===== src/rtl/simd_eq_pkg.sv =====
package simd_eq_pkg;

    localparam int VEC_W  = 256;
    localparam int BYTE_W = 8;
    localparam int NBYTES = VEC_W / BYTE_W;
    localparam int NSIZES = 4;

    typedef enum logic [1:0] {
        ESZ_8  = 2'd0,
        ESZ_16 = 2'd1,
        ESZ_32 = 2'd2,
        ESZ_64 = 2'd3
    } elem_size_e;

    typedef enum logic [1:0] {
        OPW_64  = 2'd0,
        OPW_128 = 2'd1,
        OPW_256 = 2'd2,
        OPW_RSV = 2'd3
    } op_width_e;

    typedef struct packed {
        logic [VEC_W-1:0] data;
        logic             illegal;
    } eq_result_t;

    function automatic logic combo_illegal(elem_size_e sz, op_width_e w);
        return (w == OPW_RSV) || (sz == ESZ_64 && w != OPW_256);
    endfunction

endpackage


===== src/rtl/simd_eq_bytecmp.sv =====
module simd_eq_bytecmp #(
    parameter int VEC_W  = 256,
    parameter int BYTE_W = 8,
    localparam int NB    = VEC_W / BYTE_W
) (
    input  logic [VEC_W-1:0] op_a,
    input  logic [VEC_W-1:0] op_b,
    output logic [NB-1:0]    byte_eq
);
    for (genvar i = 0; i < NB; i++) begin : g_byte
        assign byte_eq[i] = (op_a[i*BYTE_W +: BYTE_W] == op_b[i*BYTE_W +: BYTE_W]);
    end
endmodule


===== src/rtl/simd_eq_lanemask.sv =====
module simd_eq_lanemask
    import simd_eq_pkg::*;
#(
    parameter int VEC_W  = 256,
    parameter int BYTE_W = 8,
    localparam int NB    = VEC_W / BYTE_W
) (
    input  logic [NB-1:0]    byte_eq,
    input  elem_size_e       size,
    output logic [VEC_W-1:0] mask
);
    // grp[k][i]: every byte of the aligned 2^k-byte group holding byte i matches
    logic [NSIZES-1:0][NB-1:0] grp;
    logic [NB-1:0]             sel;

    for (genvar k = 0; k < NSIZES; k++) begin : g_size
        localparam int G = 1 << k;
        for (genvar i = 0; i < NB; i++) begin : g_byte
            assign grp[k][i] = &byte_eq[(i / G) * G +: G];
        end
    end

    always_comb begin
        sel = grp[size];
    end

    for (genvar i = 0; i < NB; i++) begin : g_expand
        assign mask[i*BYTE_W +: BYTE_W] = {BYTE_W{sel[i]}};
    end
endmodule


===== src/rtl/simd_eq_merge.sv =====
module simd_eq_merge
    import simd_eq_pkg::*;
#(
    parameter int VEC_W = 256,
    localparam int Q    = VEC_W / 4,
    localparam int H    = VEC_W / 2
) (
    input  logic [VEC_W-1:0] mask,
    input  logic [VEC_W-1:0] old_dst,
    input  elem_size_e       size,
    input  op_width_e        width,
    input  logic             keep_upper,
    output eq_result_t       res
);
    always_comb begin
        res.illegal = combo_illegal(size, width);
        res.data    = old_dst;
        if (!res.illegal) begin
            unique case (width)
                OPW_64:  res.data = {old_dst[VEC_W-1:Q], mask[Q-1:0]};
                OPW_128: res.data = {keep_upper ? old_dst[VEC_W-1:H] : {H{1'b0}}, mask[H-1:0]};
                default: res.data = mask;
            endcase
        end
    end
endmodule


===== src/rtl/simd_eq_unit.sv =====
module simd_eq_unit
    import simd_eq_pkg::*;
(
    input  logic             clk,
    input  logic             rst,
    input  logic             in_valid,
    input  logic [VEC_W-1:0] src_a,
    input  logic [VEC_W-1:0] src_b,
    input  logic [VEC_W-1:0] old_dst,
    input  logic [1:0]       elem_size,
    input  logic [1:0]       op_width,
    input  logic             keep_upper,
    output logic             out_valid,
    output logic [VEC_W-1:0] result,
    output logic             illegal_op
);
    localparam int Q = VEC_W / 4;
    localparam int H = VEC_W / 2;

    elem_size_e       size_e;
    op_width_e        width_e;
    logic [NBYTES-1:0] byte_eq;
    logic [VEC_W-1:0] mask;
    eq_result_t       nxt;

    assign size_e  = elem_size_e'(elem_size);
    assign width_e = op_width_e'(op_width);

    simd_eq_bytecmp #(.VEC_W(VEC_W), .BYTE_W(BYTE_W)) u_cmp (
        .op_a(src_a), .op_b(src_b), .byte_eq(byte_eq)
    );

    simd_eq_lanemask #(.VEC_W(VEC_W), .BYTE_W(BYTE_W)) u_mask (
        .byte_eq(byte_eq), .size(size_e), .mask(mask)
    );

    simd_eq_merge #(.VEC_W(VEC_W)) u_merge (
        .mask(mask), .old_dst(old_dst), .size(size_e), .width(width_e),
        .keep_upper(keep_upper), .res(nxt)
    );

    always_ff @(posedge clk) begin
        if (rst) begin
            out_valid  <= 1'b0;
            result     <= '0;
            illegal_op <= 1'b0;
        end else begin
            out_valid <= in_valid;
            if (in_valid) begin
                result     <= nxt.data;
                illegal_op <= nxt.illegal;
            end
        end
    end

    // strobe follows acceptance by one cycle
    p_valid_follows_r10: assert property (@(posedge clk) disable iff (rst)
        in_valid |=> out_valid);
    p_valid_idle_r10: assert property (@(posedge clk) disable iff (rst)
        !in_valid |=> !out_valid);
    p_idle_hold_r10: assert property (@(posedge clk) disable iff (rst)
        !in_valid |=> ($stable(result) && $stable(illegal_op)));

    // illegal combinations flag and pass the old destination through
    p_illegal_keeps_dst_r9: assert property (@(posedge clk) disable iff (rst)
        (in_valid && (op_width == 2'd3 || (elem_size == 2'd3 && op_width != 2'd2)))
        |=> (illegal_op && result == $past(old_dst)));

    // full width is legal for all sizes
    p_wide_legal_r8: assert property (@(posedge clk) disable iff (rst)
        (in_valid && op_width == 2'd2) |=> !illegal_op);

    // 64-bit width keeps bits above the low quarter
    p_narrow_upper_kept_r5: assert property (@(posedge clk) disable iff (rst)
        (in_valid && op_width == 2'd0 && elem_size != 2'd3)
        |=> (result[VEC_W-1:Q] == $past(old_dst[VEC_W-1:Q])));

    // legacy 128-bit keeps the upper half
    p_legacy_upper_kept_r6: assert property (@(posedge clk) disable iff (rst)
        (in_valid && op_width == 2'd1 && elem_size != 2'd3 && keep_upper)
        |=> (result[VEC_W-1:H] == $past(old_dst[VEC_W-1:H])));

    // extended 128-bit clears the upper half
    p_ext_upper_zero_r7: assert property (@(posedge clk) disable iff (rst)
        (in_valid && op_width == 2'd1 && elem_size != 2'd3 && !keep_upper)
        |=> (result[VEC_W-1:H] == '0));
endmodule


===== config.mk =====
export PLATFORM = sky130hd
export DESIGN_NAME = simd_eq_unit
export DESIGN_NICKNAME = d
export VERILOG_FILES = /design/src/rtl/simd_eq_pkg.sv /design/src/rtl/simd_eq_bytecmp.sv /design/src/rtl/simd_eq_lanemask.sv /design/src/rtl/simd_eq_merge.sv /design/src/rtl/simd_eq_unit.sv
export SDC_FILE = /design/constraint.sdc
export NUM_CORES = 1
export LEC_CHECK = 0
export CELL_PAD_IN_SITES_DETAIL_PLACEMENT = 1
export CELL_PAD_IN_SITES_GLOBAL_PLACEMENT = 1
export CORE_AREA = 8 8 391 393
export DETAILED_ROUTE_END_ITERATION = 7
export DIE_AREA = 0 0 399 401
export GPL_ROUTABILITY_DRIVEN = 0
export MAX_ROUTING_LAYER = met4
export PLACE_DENSITY_LB_ADDON = 0.1
export SYNTH_ARGS = -nofsm -noshare
export SYNTH_HDL_FRONTEND = slang
export SYNTH_SLANG_ARGS = --single-unit

===== constraint.sdc =====
create_clock -name clk -period 2.6 [get_ports clk]
set_clock_uncertainty 0.15 [all_clocks]
set_input_delay 0.52 -clock clk [delete_from_list [all_inputs] [get_ports clk]]
set_output_delay 0.52 -clock clk [all_outputs]
set_load 0.02 [all_outputs]

# After elaboration in Yosys (flattened, before gate mapping)

Index checks and enable logic that the tools add are counted.

Register bits after elaboration: 258
Bits of input ports: 776
Logic and storage cells: 76

$lt $le $gt $ge: 1
Equal/unequal tests: 36
Mux-type cells: 5
Reductions and logical operators: 31

Operators by type and width:

| operator                                                   | number |
|---|---|
| one-hot mux 256 bit (2 select lines)                       | 1 |
| equality test 8 bit                                        | 32 |
| two-way mux 256 bit                                        | 1 |
| two-way mux 128 bit                                        | 1 |
| binary-select mux 32 bit (select 2 bit)                    | 1 |
| two-way mux 32 bit                                         | 1 |
| AND reduction 2 bit                                        | 16 |
| AND reduction 4 bit                                        | 8 |
| AND reduction 8 bit                                        | 4 |
| equality test 2 bit, second input constant                 | 2 |
| less-than comparator 2 x 3 -> 1 bit, second input constant | 1 |
| equality test 2 x 1 -> 1 bit, second input constant        | 1 |
| zero test 2 bit                                            | 1 |
| != test 2 bit, second input constant                       | 1 |
| logical AND 1 bit                                          | 1 |
| logical OR 1 bit                                           | 1 |

# Depth between registers and ports, before layout

Word-level depth: 6
Depth in mapped cells: 8

# By module

From an unflattened synthesis, not the netlist that was laid out.

Cell total of the unflattened synthesis: 1803
Area total of the unflattened synthesis: 17265.3 um^2

By module, submodules not included:

| module           | times used | cells an instance | area an instance (um^2) | seq. area each (um^2) |
|---|---|---|---|---|
| simd_eq_unit     | 1          | 831               | 9360.2                  | 5165.0 |
| simd_eq_merge    | 1          | 306               | 2849.0                  | 0.0 |
| simd_eq_bytecmp  | 1          | 352               | 2762.6                  | 0.0 |
| simd_eq_lanemask | 1          | 314               | 2293.4                  | 0.0 |

# Worst setup path before layout

No wires, ideal clock.

Path type: in2reg
From: in src_b[190]
To: reg result[152]
Setup time: 80 ps
Data arrival time: 2343 ps
Setup slack: 27 ps
Stages on the path: 7
Path buffers: 0
Cells stage by stage: xor2_1 -> nor4_1 -> nand2_1 -> o41a_1 -> or3_1 -> a31o_2 -> a211oi_2

Cells in the longest elaborated chain, start to end: 6

Ends and longest elaborated chain:

| item                                     | RTL line               | source |
|---|---|---|
| start, declared                          | simd_eq_unit.sv:8      | `input logic [VEC_W-1:0] src_b,` |
| equality test 8 bit                      | simd_eq_bytecmp.sv:11  | `assign byte_eq[i] = (op_a[i*BYTE_W +: BYTE_W] == op_b[i*BYTE_W +: BYTE_W]);` |
| AND reduction 8 bit                      | simd_eq_lanemask.sv:19 | `assign grp[k][i] = &byte_eq[(i / G) * G +: G];` |
| binary-select mux 32 bit (select 2 bit)  | simd_eq_lanemask.sv:24 | `sel = grp[size];` |
| two-way mux 32 bit (implied by the code) | simd_eq_lanemask.sv:24 |  |
| one-hot mux 256 bit (2 select lines)     | simd_eq_merge.sv:19    | `unique case (width)` |
| two-way mux 256 bit                      | simd_eq_merge.sv:18    | `if (!res.illegal) begin` |
| end signal, assigned                     | simd_eq_unit.sv:50     | `result <= nxt.data;` |
| end, declared                            | simd_eq_unit.sv:14     | `output logic [VEC_W-1:0] result,` |

No other way between the ends. The select of a mux whose other input is x is not followed.
A chain may end at the register's enable or synchronous reset.

# Worst setup path after layout

From: in src_a[240]
To: reg result[230]

Cells in the longest elaborated chain, start to end: 6
Elaborated cells on any way between the ends: 7
Those cells by class: 1 x eq/ne; 4 x mux; 2 x reduce/logical

Ends and longest elaborated chain:

| item                                                              | RTL line               | source |
|---|---|---|
| start, declared                                                   | simd_eq_unit.sv:7      | `input logic [VEC_W-1:0] src_a,` |
| equality test 8 bit (*)                                           | simd_eq_bytecmp.sv:11  |  |
| AND reduction 8 bit / AND reduction 4 bit (equally long branches) | simd_eq_lanemask.sv:19 |  |
| binary-select mux 32 bit (select 2 bit) (*)                       | simd_eq_lanemask.sv:24 |  |
| two-way mux 32 bit (implied by the code) (*)                      | simd_eq_lanemask.sv:24 |  |
| one-hot mux 256 bit (2 select lines) (*)                          | simd_eq_merge.sv:19    |  |
| two-way mux 256 bit (*)                                           | simd_eq_merge.sv:18    |  |

Every way passes the cells marked *; elsewhere a longest branch is shown, timed or not. The select of a mux whose other input is x is not followed.

==> reports/qor.csv <==
stage;metric;value;unit
run_status;status;finished, final reports clean;
global_route;antenna_found_initial;92;
logic_synthesis;ys_warn_count;0;
global_route;grt_max_degree;103;
die;die_w;399;um
global_route;grt.overflow.total;0;
worst_setup_path;worstPathArrival;2.91;ns
global_route;use_met2;26.4;%
cts;root_buffer;clkbuf_16;
logic_synthesis;synthesis.nets;2307;
layout;layout_commonest_cell;clkdlybuf4s50_1;
cts;clk_latency;0.58;ns
global_route;grt_pass1_wl;163000;um
global_route;busiest_layer;met2;
worst_setup_path;reg2reg_slack;1.64;ns
layout;fin_cells;4742;
logic_synthesis;async_reset_ff_share;0;%
logic_synthesis;synth.avg_cell_area;8.71;um2
layout;nets;3498;
sta;finalSetupTns;0;ns
placed_design;io_buffers;1033;
cts;cts_tree;done;
logic_synthesis;yosysTopAreaCellShare;38.7;%
logic_synthesis;synth_cell_type_count;53;
worst_setup_path;reg2reg_from;result[247];
worst_setup_path;crit_family;simple AND/OR/NAND/NOR gates;
worst_setup_path;crit_chain;clkdlybuf4s15_2 -> xor2_1 -> nor4_2 -> buf_4 -> nand2_8 -> or4_4 -> buf_8 -> buf_6 -> o311ai_4 -> buf_6 -> a21oi_1 -> nor3_1;
worst_setup_path;endpoint_kind;flip-flop;
die;core_area;0.147;mm2
global_route;grt_pass1_vias;18900;
global_route;track_usage;15.0;%
drt;via_count;17100;
hold_path;hp-class;input pin to flip-flop;
worst_setup_path;cp_num_buf_inv;5;
worst_setup_path;cp.depth;12;
drt;totalWireLength;123000;um
cts;clock-sinks;258;
die;die_h;401;um
drt;drt_iter0_markers;609;
worst_setup_path;slowest_delay;0.58;ns
sta;setup_viol;0;
sta;hold_viol;0;
run;maxCapViolCount;0;
worst_setup_path;path_max_fanout;8;
logic_synthesis;yosys.area.top_type;dfxtp_1;
die;fp-row-count;141;
sta;max_freq;390;MHz
sta;relSlewSlack;44.1;%
layout;drive_gt1_share;19.2;%
cts;h-tree-depth;2;
logic_synthesis;syn_area;0.0133;mm2
worst_setup_path;critical_path_class;input pin to flip-flop;
logic_synthesis;synth-seq-cells;258;
sta;fin_crit;2.56;ns
cts;clk_pin_slew;0.05;ns
sta;post-route-period-util;98.6;%
drt;avgViaCountPerCell;3.60;
global_route;grt.met3_usage;5.72;%
worst_setup_path;critPathLaunch;src_a[240];
cts;cts-buffers-inserted;40;
logic_synthesis;syn_inst;1531;
drt;drt_first_pass_iters;5;
logic_synthesis;ys.flop_type;dfxtp_1;
worst_setup_path;reg2reg_depth;2;
worst_setup_path;crit_path_start_kind;input pin;
logic_synthesis;synth_area_leaders;dfxtp_1 39%, xor2_1 14%, nand2_1 6.2%;
sta;rsz0062_at_grt;true;
drt;drc;0;
worst_setup_path;path_common_cell;buf_6;
placed_design;postPlaceCellArea;0.0274;mm2
layout;area_growth;128;%
worst_setup_path;critPathRequiredTime;2.95;ns
layout;mostFrequentLayoutCells;803 x clkdlybuf4s50_1, 258 x dfxtp_1, 198 x nand2_1, 182 x xor2_1, 171 x buf_4;
power;power.density;459;mW/mm2
worst_setup_path;crit_path_end;result[230];
drt;final_antenna_net_count;0;
die;dieArea;0.160;mm2
sta;tightest_slew;0.838;ns
power;ir_drop;0.361;mV
cts;clk_path_buf_depth;3;
die;initial_core_util;9.09;%
power;p_leak;0.0119;uW
sta;fin_ws;0.0355;ns
sta;slew_viol_final;0;
placed_design;place_hpwl;105000;um
worst_setup_path;r2r_end;result[247];
logic_synthesis;synth_edf_count;0;
placed_design;dp_cells;4572;
placed_design;pre_cts_ws;-1.37;ns
drt;wire_per_inst;25.9;um
global_route;grt_use_met1;15.6;%
die;ios;1034;
layout;finish.instance_area;0.0304;mm2
worst_setup_path;crit_slowest_cell;or4_4;
logic_synthesis;ys_seq_area_share;38.7;%
## Yosys cell counts (3+ instances only)
library cell	instances
dfxtp_1	258
nand2_1	220
xor2_1	208
nor2_1	161
clkbuf_1	88
a211oi_1	75
o21ai_0	73
a2bb2oi_1	64
nor4_1	59
a221o_1	53
xnor2_1	48
a211oi_2	35
a21oi_1	32
nor3_1	27
a211o_1	14
a311oi_1	14
nand4_1	13
a21o_1	12
o211ai_1	8
inv_1	7
a31o_2	6
buf_1	6
and3_1	4
nand2b_1	3
nand3_1	3
o21ai_1	3
o31ai_4	3
## stage by stage
step | utilization, % | power (uW) | hold slack, ns
2_1_floorplan | - | 5680 | 0.397
3_3_place_gp | 18.7 | 8270 | 0.316
3_5_place_dp | 18.7 | 8300 | 0.320
4_1_cts | 20.2 | 14400 | 0.157
5_1_grt | 20.7 | 14800 | 0.164
6_report | 20.7 | 14000 | 0.205
## worst register-to-register path, cell delays in order (launching register included)
cell and delay [ns]:
dfxtp_1 0.45, nor2_1 0.07, a211oi_1 0.21
## worst min-delay path by stage
| stage | from | slack (ns) | endpoint | cells after the start |
|---|---|---|---|---|
| floorplan | result[224] | 0.40 | result[224] | 2 |
| global placement | result[227] | 0.32 | result[227] | 2 |
| detailed placement | result[239] | 0.32 | result[239] | 2 |
| CTS | rst | 0.16 | result[116] | 2 |
| global route | rst | 0.16 | result[123] | 2 |
| finish | rst | 0.21 | result[120] | 2 |
## area by class of cell
cell class                      instances  area, um2
Antenna cell                           60        150
Clock buffer                           60       1200
Clock inverter                         12        151
Fill cell                           17000     116000
Inverter                                7       27.5
Multi-Input combinational cell       1171       9060
Sequential cell                       258       5160
Tap cell                             1930       2410
Timing Repair Buffer                 1244      12300
## power by group
group | leakage, uW | switching [uW] | internal, uW
Sequential | 0.00212 | 137 | 4200
Clock | 0.000660 | 2230 | 3480
Combinational | 0.00916 | 1860 | 2070
## what timing repair did
item	CTS	global route
hold buffers	0	0
pin swaps	112	129
gates resized for setup	312	220
setup endpoints to repair	226	249
buffers inserted	35	11
## layer usage
metal	wire length, um	part of all wire [%]
met1	46800	38
met2	63300	51
met3	9700	7.9
met4	3100	2.5
met5	0	0
## sequential cells by signal, summed over array words and instances, names as in the netlist
name	flops
illegal_op	1
result	256
out_valid	1
## kinds of logic after synthesis
| logic type | after synthesis | share of synthesized area (%) |
|---|---|---|
| AO/OA/AOI/OAI | 416 | 25.6 |
| XOR/XNOR | 256 | 16.8 |
| buffers and inverters | 102 | 2.88 |
| flip-flops | 258 | 38.7 |
| AND/OR/NAND/NOR | 499 | 16.0 |
Power figures use the tool's default switching activity.
